<file path="src/rtl/typeb_char_rx.sv">
module typeb_char_rx #(
  parameter int SPB          = 4,
  parameter int MID          = 2,
  parameter int SOF_MIN_BITS = 10,
  parameter int SOF_MAX_BITS = 12,
  parameter int GAP_MAX      = 25,
  parameter int MAX_BYTES    = 16
) (
  input  logic                           clk,
  input  logic                           rst_n,
  input  logic                           sync_clr,
  input  logic                           sample_stb,
  input  logic                           sample_bit,
  output logic                           wr_en,
  output logic [$clog2(MAX_BYTES)-1:0]   wr_addr,
  output logic [7:0]                     wr_data,
  output logic                           frame_done,
  output logic [$clog2(MAX_BYTES+1)-1:0] frame_len,
  output logic                           in_frame
);
  localparam int CMAX = (GAP_MAX > SPB) ? GAP_MAX : SPB;
  localparam int CW   = $clog2(CMAX + 2);
  localparam int BMAX = (SOF_MAX_BITS > 10) ? SOF_MAX_BITS : 10;
  localparam int BW   = $clog2(BMAX + 2);
  localparam int LW   = $clog2(MAX_BYTES + 1);
  localparam int AW   = $clog2(MAX_BYTES);
  localparam logic [CW-1:0] MID_C  = CW'(MID);
  localparam logic [CW-1:0] SPB_C  = CW'(SPB);
  localparam logic [CW-1:0] GAP_C  = CW'(GAP_MAX);
  localparam logic [BW-1:0] SMIN_C = BW'(SOF_MIN_BITS);
  localparam logic [BW-1:0] SMAX_C = BW'(SOF_MAX_BITS);
  localparam logic [BW-1:0] CHR_C  = BW'(10);
  localparam logic [LW-1:0] MAXB_C = LW'(MAX_BYTES);

  typedef enum logic [1:0] {S_IDLE, S_SOFL, S_WAIT, S_DATA} st_t;

  st_t           st, st_n;
  logic [CW-1:0] pos, pos_n;
  logic [BW-1:0] bits, bits_n;
  logic [9:0]    sh, sh_n;
  logic [LW-1:0] cnt, cnt_n;
  logic          we_n, done_n;

  assign in_frame = (st == S_WAIT) || (st == S_DATA);

  always_comb begin
    st_n   = st;
    pos_n  = pos;
    bits_n = bits;
    sh_n   = sh;
    cnt_n  = cnt;
    we_n   = 1'b0;
    done_n = 1'b0;
    if (sample_stb) begin
      case (st)
        S_IDLE: if (!sample_bit) begin
          st_n   = S_SOFL;
          pos_n  = '0;
          bits_n = '0;
        end
        S_SOFL: begin
          pos_n = pos + CW'(1);
          if (pos_n == MID_C) begin
            if (sample_bit) begin
              if (bits >= SMIN_C) begin
                st_n  = S_WAIT;
                cnt_n = '0;
              end else begin
                st_n = S_IDLE;
              end
            end else begin
              bits_n = bits + BW'(1);
            end
          end
          if (pos_n >= SPB_C) pos_n = '0;
          if (st_n == S_WAIT) pos_n = '0;
          if (bits_n > SMAX_C) st_n = S_IDLE;
        end
        S_WAIT: begin
          if (sample_bit) begin
            pos_n = pos + CW'(1);
            if (pos_n > GAP_C) st_n = S_IDLE;
          end else begin
            st_n   = S_DATA;
            pos_n  = '0;
            bits_n = '0;
            sh_n   = '0;
          end
        end
        S_DATA: begin
          pos_n = pos + CW'(1);
          if (pos_n == MID_C) begin
            sh_n   = {sample_bit, sh[9:1]};
            bits_n = bits + BW'(1);
            if (bits_n == CHR_C) begin
              if (sh_n[9] && !sh_n[0]) begin
                we_n  = 1'b1;
                cnt_n = cnt + LW'(1);
                st_n  = (cnt_n >= MAXB_C) ? S_IDLE : S_WAIT;
                pos_n = '0;
              end else if (sh_n == 10'd0) begin
                st_n   = S_IDLE;
                done_n = (cnt != '0);
              end else begin
                st_n = S_IDLE;
              end
            end
          end
          if (pos_n >= SPB_C) pos_n = '0;
        end
        default: st_n = S_IDLE;
      endcase
    end
    if (sync_clr) begin
      st_n   = S_IDLE;
      we_n   = 1'b0;
      done_n = 1'b0;
    end
  end

  always_ff @(posedge clk or negedge rst_n) begin
    if (!rst_n) begin
      st         <= S_IDLE;
      pos        <= '0;
      bits       <= '0;
      sh         <= '0;
      cnt        <= '0;
      wr_en      <= 1'b0;
      wr_addr    <= '0;
      wr_data    <= '0;
      frame_done <= 1'b0;
      frame_len  <= '0;
    end else begin
      st         <= st_n;
      pos        <= pos_n;
      bits       <= bits_n;
      sh         <= sh_n;
      cnt        <= cnt_n;
      wr_en      <= we_n;
      frame_done <= done_n;
      if (we_n) begin
        wr_addr <= cnt[AW-1:0];
        wr_data <= sh_n[8:1];
      end
      if (done_n) frame_len <= cnt;
    end
  end

  p_sof_limit_r2: assert property (@(posedge clk) disable iff (!rst_n)
    (st == S_SOFL) |-> (bits <= SMAX_C));
  p_gap_limit_r3: assert property (@(posedge clk) disable iff (!rst_n)
    (st == S_WAIT) |-> (pos <= GAP_C));
  p_done_pulse_r6: assert property (@(posedge clk) disable iff (!rst_n)
    frame_done |=> !frame_done);
  p_done_nonempty_r6: assert property (@(posedge clk) disable iff (!rst_n)
    frame_done |-> (frame_len != '0) && !in_frame);
  p_no_overflow_r8: assert property (@(posedge clk) disable iff (!rst_n)
    frame_done |-> (frame_len < MAXB_C));
  p_strobe_gate_r10: assert property (@(posedge clk) disable iff (!rst_n)
    (!sample_stb && !sync_clr) |=> $stable(st) && !wr_en && !frame_done);
  p_clear_r11: assert property (@(posedge clk) disable iff (!rst_n)
    sync_clr |=> !in_frame && !wr_en && !frame_done);
endmodule

</file>
<file path="config.mk">
export PLATFORM = sky130hd
export DESIGN_NAME = typeb_char_rx
export DESIGN_NICKNAME = d
export VERILOG_FILES = /design/src/rtl/typeb_char_rx.sv
export SDC_FILE = /design/constraint.sdc
export NUM_CORES = 1
export LEC_CHECK = 0
export ABC_AREA = 1
export ABC_CLOCK_PERIOD_IN_PS = 2200
export BUFFER_PORTS_ARGS = -buffer_cell sky130_fd_sc_hd__buf_2
export CORE_ASPECT_RATIO = 0.75
export CORE_UTILIZATION = 55
export DETAILED_ROUTE_END_ITERATION = 12
export PLACE_DENSITY_LB_ADDON = 0.1
export SYNTH_ARGS = -nofsm -noshare
export SYNTH_HDL_FRONTEND = slang
export SYNTH_SLANG_ARGS = --single-unit
</file>
<file path="constraint.sdc">
create_clock -name clk -period 2.2 [get_ports clk]
set_input_delay 0.11 -clock clk [delete_from_list [all_inputs] [get_ports clk]]
set_output_delay 0.11 -clock clk [all_outputs]
set_load 0.01 [all_outputs]
</file>
==> impl_metrics.ini <==
[outcome]
status = complete, no violations

[floorplanning]
num_rows = 21
dieArea_um2 = 5012
chipWidth_um = 81.41
start_util_pct = 57.89
fp.dieH_um = 61.56
ios = 25
core_um2 = 4493

[logic_synthesis]
ys_warn_count = 0
synth.area.top_cells = dfrtp_1 42%, nand2_1 15%, inv_1 5.6%
syn_inst = 334
yosysSeqAreaShare_pct = 42.33
synth_seq_cells = 44
yosysMostFrequentCell = nand2_1
syn_nets = 347
syn_area_um2 = 2601
yosysTopAreaCellShare_pct = 42.33
synthTopCellsByCount = 102 x nand2_1, 44 x dfrtp_1, 39 x inv_1
async_flop_share_pct = 100.0
synth_ff_type = dfrtp_1
synth_edf_count = 0
synth.distinct_cells = 34
syn_area_per_cell_um2 = 7.788
synth_top_area_cell = dfrtp_1

[global_routing]
grt_util_all_layers_pct = 24.18
grt_pass1_vias = 1936
use_met2_pct = 37.02
met3_usage_pct = 4.741
met1_usage_pct = 34.24
antenna_found_initial = 0
grt.busiest_layer = met2
grt_pass1_wl_um = 8949
grt_overflow = 0
grt_max_degree = 45

[sta]
fin_crit_ns = 1.991
tns_ns = 0
hold_viol = 0
rsz0062_at_grt = false
fmaxAchievable_mhz = 502.2
final.period_utilization_pct = 90.51
slew_violations = 0
slew-limit-headroom_pct = 63.01
fin_ws_ns = 0.2088
final-setup-viol-count = 0
fin_skew_ns = 0.01382
worst_pin_slew_ns = 0.5549

[worst_setup_path]
cpMostUsedCell = nand2_1
worst-setup-path-type = flip-flop to flip-flop
worstPathArrival_ns = 2.19
critPathSlowestCell = dfrtp_1
path_cells = ha_1 > inv_1 > nand2_1 > nand2_2 > nand3_2 > nor2_8 > nor2_1 > nor2_2 > nand2_2 > nand2_1 > o21ai_2 > nand2_1 > nand2_1
cp-end-kind = flip-flop
path_buf_inv = 1
cp.required_ns = 2.40
cp-start-kind = flip-flop
cp_slowest_stage_delay_ns = 0.44
cp_max_fo = 9
cp_top_family = simple AND/OR/NAND/NOR gates

[power_and_ir_drop]
power_leakage_uw = 0.001564
power_uw = 1838
p_per_area_nw_per_um2 = 632.1
vdd_drop_max_mv = 0.5345

[clocking]
clockBufferDepth = 2
h-tree-depth = 2
root_buffer = clkbuf_8
clk_latency_ns = 0.31
numCtsBuffers = 5
clk_pin_slew_ns = 0.10
cts_tree = built
clock-sinks = 44

[run]
cap_violations = 0

[placement]
pre_cts_ws_ns = 0.2242
hpwl_um = 3971
port_buffers = 24
place_area_um2 = 2778
gp_congestion = 0.8518
dp_cells = 412

[finish]
design_area_um2 = 2908
drive_gt1_share_pct = 20.60
diodes = 0
synthToLayoutAreaGrowth_pct = 11.78
final_cells = 421
fin_nets = 376

[route]
drtPass1Iterations = 5
vias = 2175
ant_nets = 0
first_iter_violations = 146
wl_per_cell_um = 13.04
wl_um = 5491
drc = 0
viasPerCell = 5.166

[min_path]
hp-class = primary input to flip-flop
==> routing by layer <==
metal	wire length, um	vias up	part of all wire, %
li1	-	1124	-
met1	2805	987	51
met2	2372	55	43
met3	230	9	4.2
met4	82	0	1.5
met5	0	-	0
==> logic make-up after synthesis <==
logic type	Yosys count	synth area share, %
compound gates	48	11.01
xor+xnor	4	1.347
fa+ha+maj	8	3.848
buf+inv	50	8.032
flops	44	42.33
simple gates	180	33.43
==> repair_timing <==
| item | CTS | global route |
|---|---|---|
| hold buffers | 1 | 0 |
| setup buffers | 0 | 0 |
| hold endpoints to repair | 44 | 0 |
| endpoints found under the setup margin | 0 | 1 |
| gates resized for setup | 0 | 1 |
==> metrics by stage <==
stage	util [%]	hold WS [ns]
after floorplan	-	-0.1856
after global placement	61.82	0.2260
after CTS	64.61	0.1075
after detailed placement	61.82	0.2219
final	64.72	0.1082
after global routing	64.72	0.1434
==> path summary, 6_finish.rpt <==
kind / startpoint / endpoint / slack (ns) / cells after the start
min: sync_clr / st[1] / 0.11 / 4
min in group asynchronous: rst_n / bits[1] / 0.39 / 3
min reg2reg: wr_data[7] / wr_data[7] / 0.48 / 2
max reg2reg: pos[0] / wr_data[2] / 0.21 / 13
max in group asynchronous: rst_n / sh[5] / 1.41 / 3
max: pos[0] / wr_data[2] / 0.21 / 13
==> sequential cells by signal, summed over array words and instances, names as in the netlist <==
signal and flops:
frame_done 1, bits 4, wr_addr 4, wr_en 1
st 2, frame_len 5, cnt 5, pos 5
sh 9, wr_data 8
==> tightest hold or removal path, stage by stage <==
cell	delay, ns
buf_2	0.12
nor3_2	0.05
nand2_1	0.06
nand2_1	0.04
==> layout make-up <==
cell class / count / area (um^2)
clock inverter: 3 / 46.29
timing repair buffer: 29 / 160.2
clock buffer: 5 / 68.82
multi-input combinational: 240 / 1296
inverter: 43 / 163.9
fill: 395 / 1585
sequential: 44 / 1101
tap: 57 / 71.32
==> where the power goes <==
part           switching (uW)  leakage (uW)  internal, uW
registers                47.9      0.000588           849
logic                     202      0.000921          95.6
clock network             302     0.0000548           342
total                     551       0.00156          1290
==> cell usage in the layout, fill, tap and decap left out, types with 3 or more instances in the layout <==
master    Yosys  routed
inv_1        39      39
nor2_2        4       4
o21ai_2       5       5
nor2_4        3       3
nand4_1       6       6
nand2_4       3       3
ha_1          8       8
nand2_2      10      10
o21ai_0      15      15
buf_4         2       4
a21oi_1      13      13
nand2_1     102     102
clkbuf_8      0       5
nor2_1       22      22
buf_2         3      24
dfrtp_1      44      44
o21ai_1       7       7
nand3_1      20      20
xor2_1        4       4
inv_2         3       3
Note: power is estimated with default switching activity, not from simulation.
